--- src/rtl/dcpt_pkg.sv ---
package dcpt_pkg;
  localparam int unsigned PHASE_W = 3;

  typedef enum logic [1:0] {
    DEPTH_24 = 2'd0,
    DEPTH_30 = 2'd1,
    DEPTH_36 = 2'd2,
    DEPTH_48 = 2'd3
  } depth_e;

  // link clocks per pixel group
  function automatic logic [PHASE_W-1:0] grp_clks(depth_e d);
    case (d)
      DEPTH_30: grp_clks = 3'd5;
      DEPTH_36: grp_clks = 3'd3;
      DEPTH_48: grp_clks = 3'd2;
      default:  grp_clks = 3'd1;
    endcase
  endfunction

  // low-bit mask for the pixel group size (4, 2 or 1 pixels)
  function automatic logic [1:0] grp_mask(depth_e d);
    case (d)
      DEPTH_30: grp_mask = 2'b11;
      DEPTH_36: grp_mask = 2'b01;
      default:  grp_mask = 2'b00;
    endcase
  endfunction
endpackage

--- src/rtl/dcpt_phase_ctr.sv ---
module dcpt_phase_ctr
  import dcpt_pkg::*;
(
  input  logic               clk_i,
  input  logic               rst_ni,
  input  depth_e             depth_i,
  input  logic               de_i,
  input  logic               hsync_i,
  input  logic               vsync_i,
  output logic [PHASE_W-1:0] phase_o
);
  logic de_q, hs_q, vs_q;
  logic restart, is_sdr;
  logic [PHASE_W-1:0] len, ph_q, ph_cur, ph_nxt;

  assign len     = grp_clks(depth_i);
  assign is_sdr  = (depth_i == DEPTH_24);
  assign restart = (de_i ^ de_q) | (hsync_i ^ hs_q) | (vsync_i ^ vs_q);
  assign ph_cur  = (restart || is_sdr) ? '0 : ph_q;

  always_comb begin
    if (is_sdr)                        ph_nxt = '0;
    else if (ph_cur >= len - 3'd1)     ph_nxt = '0;
    else                               ph_nxt = ph_cur + 3'd1;
  end

  always_ff @(posedge clk_i or negedge rst_ni) begin
    if (!rst_ni) begin
      de_q <= 1'b0;
      hs_q <= 1'b0;
      vs_q <= 1'b0;
      ph_q <= '0;
    end else begin
      de_q <= de_i;
      hs_q <= hsync_i;
      vs_q <= vsync_i;
      ph_q <= ph_nxt;
    end
  end

  assign phase_o = ph_cur;


  phase_range_chk: assert property (@(posedge clk_i) disable iff (!rst_ni)
    (!is_sdr && $stable(depth_i)) |-> (ph_q < len));

  restart_step_chk: assert property (@(posedge clk_i) disable iff (!rst_ni)
    (restart && !is_sdr) |=> (ph_q == 3'd1));

  sdr_hold_chk: assert property (@(posedge clk_i) disable iff (!rst_ni)
    is_sdr |=> (ph_q == '0));
endmodule

--- src/rtl/dcpt_align_chk.sv ---
module dcpt_align_chk
  import dcpt_pkg::*;
#(
  parameter int unsigned HW     = 13,
  parameter int unsigned N_VALS = 6
) (
  input  logic                       clk_i,
  input  logic                       rst_ni,
  input  depth_e                     depth_i,
  input  logic                       interlace_i,
  input  logic [N_VALS-1:0][HW-1:0]  tvals_i,
  input  logic [HW-1:0]              htotal_i,
  output logic                       def_o
);
  logic [1:0]        mask;
  logic [N_VALS-1:0] ok;
  logic              half_ok, elig, def_q;

  assign mask = grp_mask(depth_i);

  for (genvar i = 0; i < N_VALS; i++) begin : g_val
    assign ok[i] = ((tvals_i[i][1:0] & mask) == 2'b00);
  end

  // half line total: bits [2:1] of the total are the low bits of total/2
  assign half_ok = !interlace_i || ((htotal_i[2:1] & mask) == 2'b00);
  assign elig    = (depth_i != DEPTH_24) && (&ok) && half_ok;

  always_ff @(posedge clk_i or negedge rst_ni) begin
    if (!rst_ni) def_q <= 1'b0;
    else         def_q <= elig;
  end

  assign def_o = def_q;


  sdr_no_def_chk: assert property (@(posedge clk_i) disable iff (!rst_ni)
    (depth_i == DEPTH_24) |=> !def_q);
endmodule

--- src/rtl/dcpt_phase_tracker.sv ---
module dcpt_phase_tracker
  import dcpt_pkg::*;
#(
  parameter int unsigned HW = 13
) (
  input  logic               clk_i,
  input  logic               rst_ni,
  input  logic [1:0]         depth_i,
  input  logic               de_i,
  input  logic               hsync_i,
  input  logic               vsync_i,
  input  logic               interlace_i,
  input  logic [HW-1:0]      h_active_i,
  input  logic [HW-1:0]      h_total_i,
  input  logic [HW-1:0]      h_blank_start_i,
  input  logic [HW-1:0]      h_blank_end_i,
  input  logic [HW-1:0]      h_sync_start_i,
  input  logic [HW-1:0]      h_sync_end_i,
  output logic [PHASE_W-1:0] phase_o,
  output logic [PHASE_W-1:0] pp_o,
  output logic               def_phase_o
);
  localparam int unsigned N_VALS = 6;

  depth_e                    depth;
  logic [N_VALS-1:0][HW-1:0] tvals;
  logic [PHASE_W-1:0]        phase, pp_q;

  assign depth = depth_e'(depth_i);
  assign tvals = {h_sync_end_i, h_sync_start_i, h_blank_end_i,
                  h_blank_start_i, h_total_i, h_active_i};

  dcpt_phase_ctr u_ctr (
    .clk_i   (clk_i),
    .rst_ni  (rst_ni),
    .depth_i (depth),
    .de_i    (de_i),
    .hsync_i (hsync_i),
    .vsync_i (vsync_i),
    .phase_o (phase)
  );

  dcpt_align_chk #(.HW(HW), .N_VALS(N_VALS)) u_align (
    .clk_i       (clk_i),
    .rst_ni      (rst_ni),
    .depth_i     (depth),
    .interlace_i (interlace_i),
    .tvals_i     (tvals),
    .htotal_i    (h_total_i),
    .def_o       (def_phase_o)
  );

  // packing-phase field: phase of the last active clock
  always_ff @(posedge clk_i or negedge rst_ni) begin
    if (!rst_ni)   pp_q <= '0;
    else if (de_i) pp_q <= phase;
  end

  assign phase_o = phase;
  assign pp_o    = pp_q;


  pp_hold_chk: assert property (@(posedge clk_i) disable iff (!rst_ni)
    !de_i |=> $stable(pp_q));
endmodule

--- config.mk ---
export PLATFORM = sky130hd
export DESIGN_NAME = dcpt_phase_tracker
export DESIGN_NICKNAME = d
export VERILOG_FILES = /design/src/rtl/dcpt_pkg.sv /design/src/rtl/dcpt_phase_ctr.sv /design/src/rtl/dcpt_align_chk.sv /design/src/rtl/dcpt_phase_tracker.sv
export SDC_FILE = /design/constraint.sdc
export NUM_CORES = 1
export LEC_CHECK = 0
export BUFFER_PORTS_ARGS = -buffer_cell sky130_fd_sc_hd__buf_2
export CORE_ASPECT_RATIO = 0.9
export CORE_MARGIN = 2
export CORE_UTILIZATION = 33
export CTS_BUF_LIST = sky130_fd_sc_hd__clkbuf_8
export DETAILED_ROUTE_END_ITERATION = 10
export PLACE_DENSITY_LB_ADDON = 0.3
export SLEW_MARGIN = 20
export SYNTH_ARGS = -nofsm -noshare
export SYNTH_HDL_FRONTEND = slang
export SYNTH_SLANG_ARGS = --single-unit
--- constraint.sdc ---
create_clock -name clk_i -period 3.35 [get_ports clk_i]
set_input_delay 0.335 -clock clk_i [delete_from_list [all_inputs] [get_ports clk_i]]
set_output_delay 0.335 -clock clk_i [all_outputs]
set_load 0.02 [all_outputs]
==> impl_metrics.csv <==
group,metric,value,unit
route,wl,1240,um
grt,grt_max_degree,11,
grt,grt_pass1_wl,2140,um
grt,grtUsageTotal,12.4,%
floorplanning,fp.dieH,46.2,um
logic_synthesis,ys_types,23,
worst_setup_path,cp.required,3.49,ns
worst_setup_path,cp_top_family,"simple AND/OR/NAND/NOR gates",
route,antenna_left,0,
placement,port-buffer-count,27,
worst_setup_path,path_cells,"xnor2_1 -> and4_1 -> nand2_1 -> ha_1 -> nor2b_1 -> o211ai_1 -> a311oi_2",
timing,finClkSkew,0.00218,ns
route,vias,568,
grt,antenna_found_initial,0,
worst_setup_path,endpoint_kind,"register",
grt,grt_pass1_vias,541,
cts,clockBufferDepth,2,
logic_synthesis,synth_area,654,sq um
floorplanning,die_x,50.9,um
cts,cts_tree,"built",
logic_synthesis,postSynth.asyncResetShare,100,%
final_layout,area_growth,33.7,%
worst_setup_path,critPathArrivalTime,2.24,ns
min_path,hp-class,"primary input to register",
cts,cts_root_buf,"clkbuf_8",
timing,slew_violations,0,
final_layout,fin_util,46.1,%
logic_synthesis,synth_seq_area_share,38.2,%
run,cap_violations,0,
route,vias_per_cell,4.73,
logic_synthesis,syn_avg_cell_area,10.2,sq um
cts,ctsHoldBuffers,1,
timing,rsz0062_at_grt,"no",
logic_synthesis,synth_seq_cells,10,
worst_setup_path,path_buf_inv,0,
logic_synthesis,synthFlopType,"dfrtp_1",
cts,clkTransAtPathRegs,0.05,ns
logic_synthesis,synth_edf_count,0,
worst_setup_path,path_class,"register to register",
floorplanning,core-area,0.00190,sq mm
route,wl_per_cell,10.3,um
final_layout,multi_input_area,355,sq um
worst_setup_path,reg2reg_slack,1.25,ns
worst_setup_path,critPathLaunchType,"register",
final_layout,fin_area,875,sq um
final_layout,n_antenna_cell,0,
logic_synthesis,synth_top_area_share,38.2,%
timing,timing.final.hold_violations,0,
cts,cts_sinks,10,
logic_synthesis,synth_area_leader_cell,"dfrtp_1",
cts,htreeDepth,1,
route,drtPass1Iterations,2,
placement,place_congestion,0.714,
final_layout,num-fill-cells,195,
route,drc,0,
cts,post_cts_buffers,0,
cts,cts_made_buffers,3,
timing,max-slew-margin-rel,79.3,%
grt,grt_overflow,0,
power_and_ir_drop,power_density,369,mW/mm^2
final_layout,drive_gt1_share,35.8,%
run_status,status,"finished, final reports clean",
timing,finalSetupViolCount,0,
timing,finalCriticalPeriod,2.10,ns
power_and_ir_drop,irDropWorstVdd,0.143,mV
final_layout,mostFrequentLayoutCell,"buf_2",
placement,place_area,810,sq um
final_layout,regArea,250,sq um
timing,max_freq,476,MHz
timing,setup-tns-final,0,ns
worst_setup_path,crit_path_max_incr_delay,0.37,ns
logic_synthesis,synthCells,64,
logic_synthesis,synth.area.top_cells,"dfrtp_1 (38%), ha_1 (13%), inv_1 (5.7%)",
power_and_ir_drop,power.leakage,0.459,nW
timing,worst_pin_slew,0.310,ns
floorplanning,start_util,34.5,%
logic_synthesis,ys_warn_count,0,
floorplanning,fp.dieArea,0.00236,sq mm
cts,clock_latency,0.23,ns
floorplanning,io_pins,93,
logic_synthesis,syn_nets,157,
final_layout,final_cell_mix,"buf_2 (27), inv_1 (10), dfrtp_1 (10), ha_1 (7), clkbuf_8 (4)",
final_layout,fin_cells,120,
route,drt_iter0_markers,2,
placement,hpwlAfterDp,1080,um
floorplanning,num_rows,15,
cts,cts_resized,0,
final_layout,final_nets,189,
timing,period_share,62.8,%
placement,dp.cells,115,
worst_setup_path,cp_max_fo,7,
worst_setup_path,cp_slowest_cell,"dfrtp_1",
[Yosys cell counts, drive strengths merged, types with 3 or more instances]
master / number
nand2: 3
dfrtp: 10
ha: 7
nor2b: 3
nand2b: 3
inv: 10
xnor2: 3
[layer usage]
metal  track usage, %  share of wire, %  vias to the layer above
met5                0                 0                        -
met4             8.11              0.97                        0
met1             14.1                44                      254
met2             21.6                47                       26
met3             2.27               7.9                        2
li1                 -                 -                      286
[area by class of cell]
type / count / share of cell area, %
clock buffer: 4 / 6.29
multi-input combinational: 43 / 40.6
inverter: 10 / 4.29
sequential: 10 / 28.6
timing repair buffer: 28 / 16.6
tap: 25 / 3.58
[cells by family (layout without fill, tap and decap cells)]
group                      count (synthesis)  in the layout  synth area share, %
xor gates and xnor gates                   3              3                 4.02
AOI/OAI and AO/OA                         13             13                 15.9
and+or+nand+nor                           18             18                 18.0
adders and majority gates                  7              7                 13.4
DFF                                       10             10                 38.2
buffers and inverters                     11             42                 7.46
muxes                                      2              2                 3.06
[registers in the layout, indices dropped and copies added, names as in the netlist]
signal,flops
pp_o,3
u_ctr.ph_q,3
u_align.def_o,1
u_ctr.de_q,1
u_ctr.hs_q,1
u_ctr.vs_q,1
[stage by stage]
stage	total power [W]	setup WS [ns]	hold WS (ns)
5_1_grt	0.000344	1.07	0.234
3_5_place_dp	0.000178	1.02	0.211
3_3_place_gp	0.000177	1.01	0.201
2_1_floorplan	0.000157	1.32	0.0394
6_report	0.000322	1.25	0.236
4_1_cts	0.000330	1.23	0.230
[path summary, 6_finish.rpt]
check / start / end / depth (start not counted)
min in group asynchronous: rst_ni / u_ctr.de_q / 2
min reg2reg: u_ctr.ph_q[1] / pp_o[1] / 1
max: u_ctr.de_q / u_ctr.ph_q[1] / 7
min: hsync_i / u_ctr.hs_q / 1
max in group asynchronous: rst_ni / u_align.def_o / 2
max reg2reg: u_ctr.de_q / u_ctr.ph_q[1] / 7
[where the power goes]
group / internal [W] / switching (W) / total, W
Combinational: 0.0000235 / 0.0000239 / 0.0000474
Clock: 0.000103 / 0.0000435 / 0.000146
Sequential: 0.000126 / 0.00000253 / 0.000129
(Power assumes the default switching activity.)
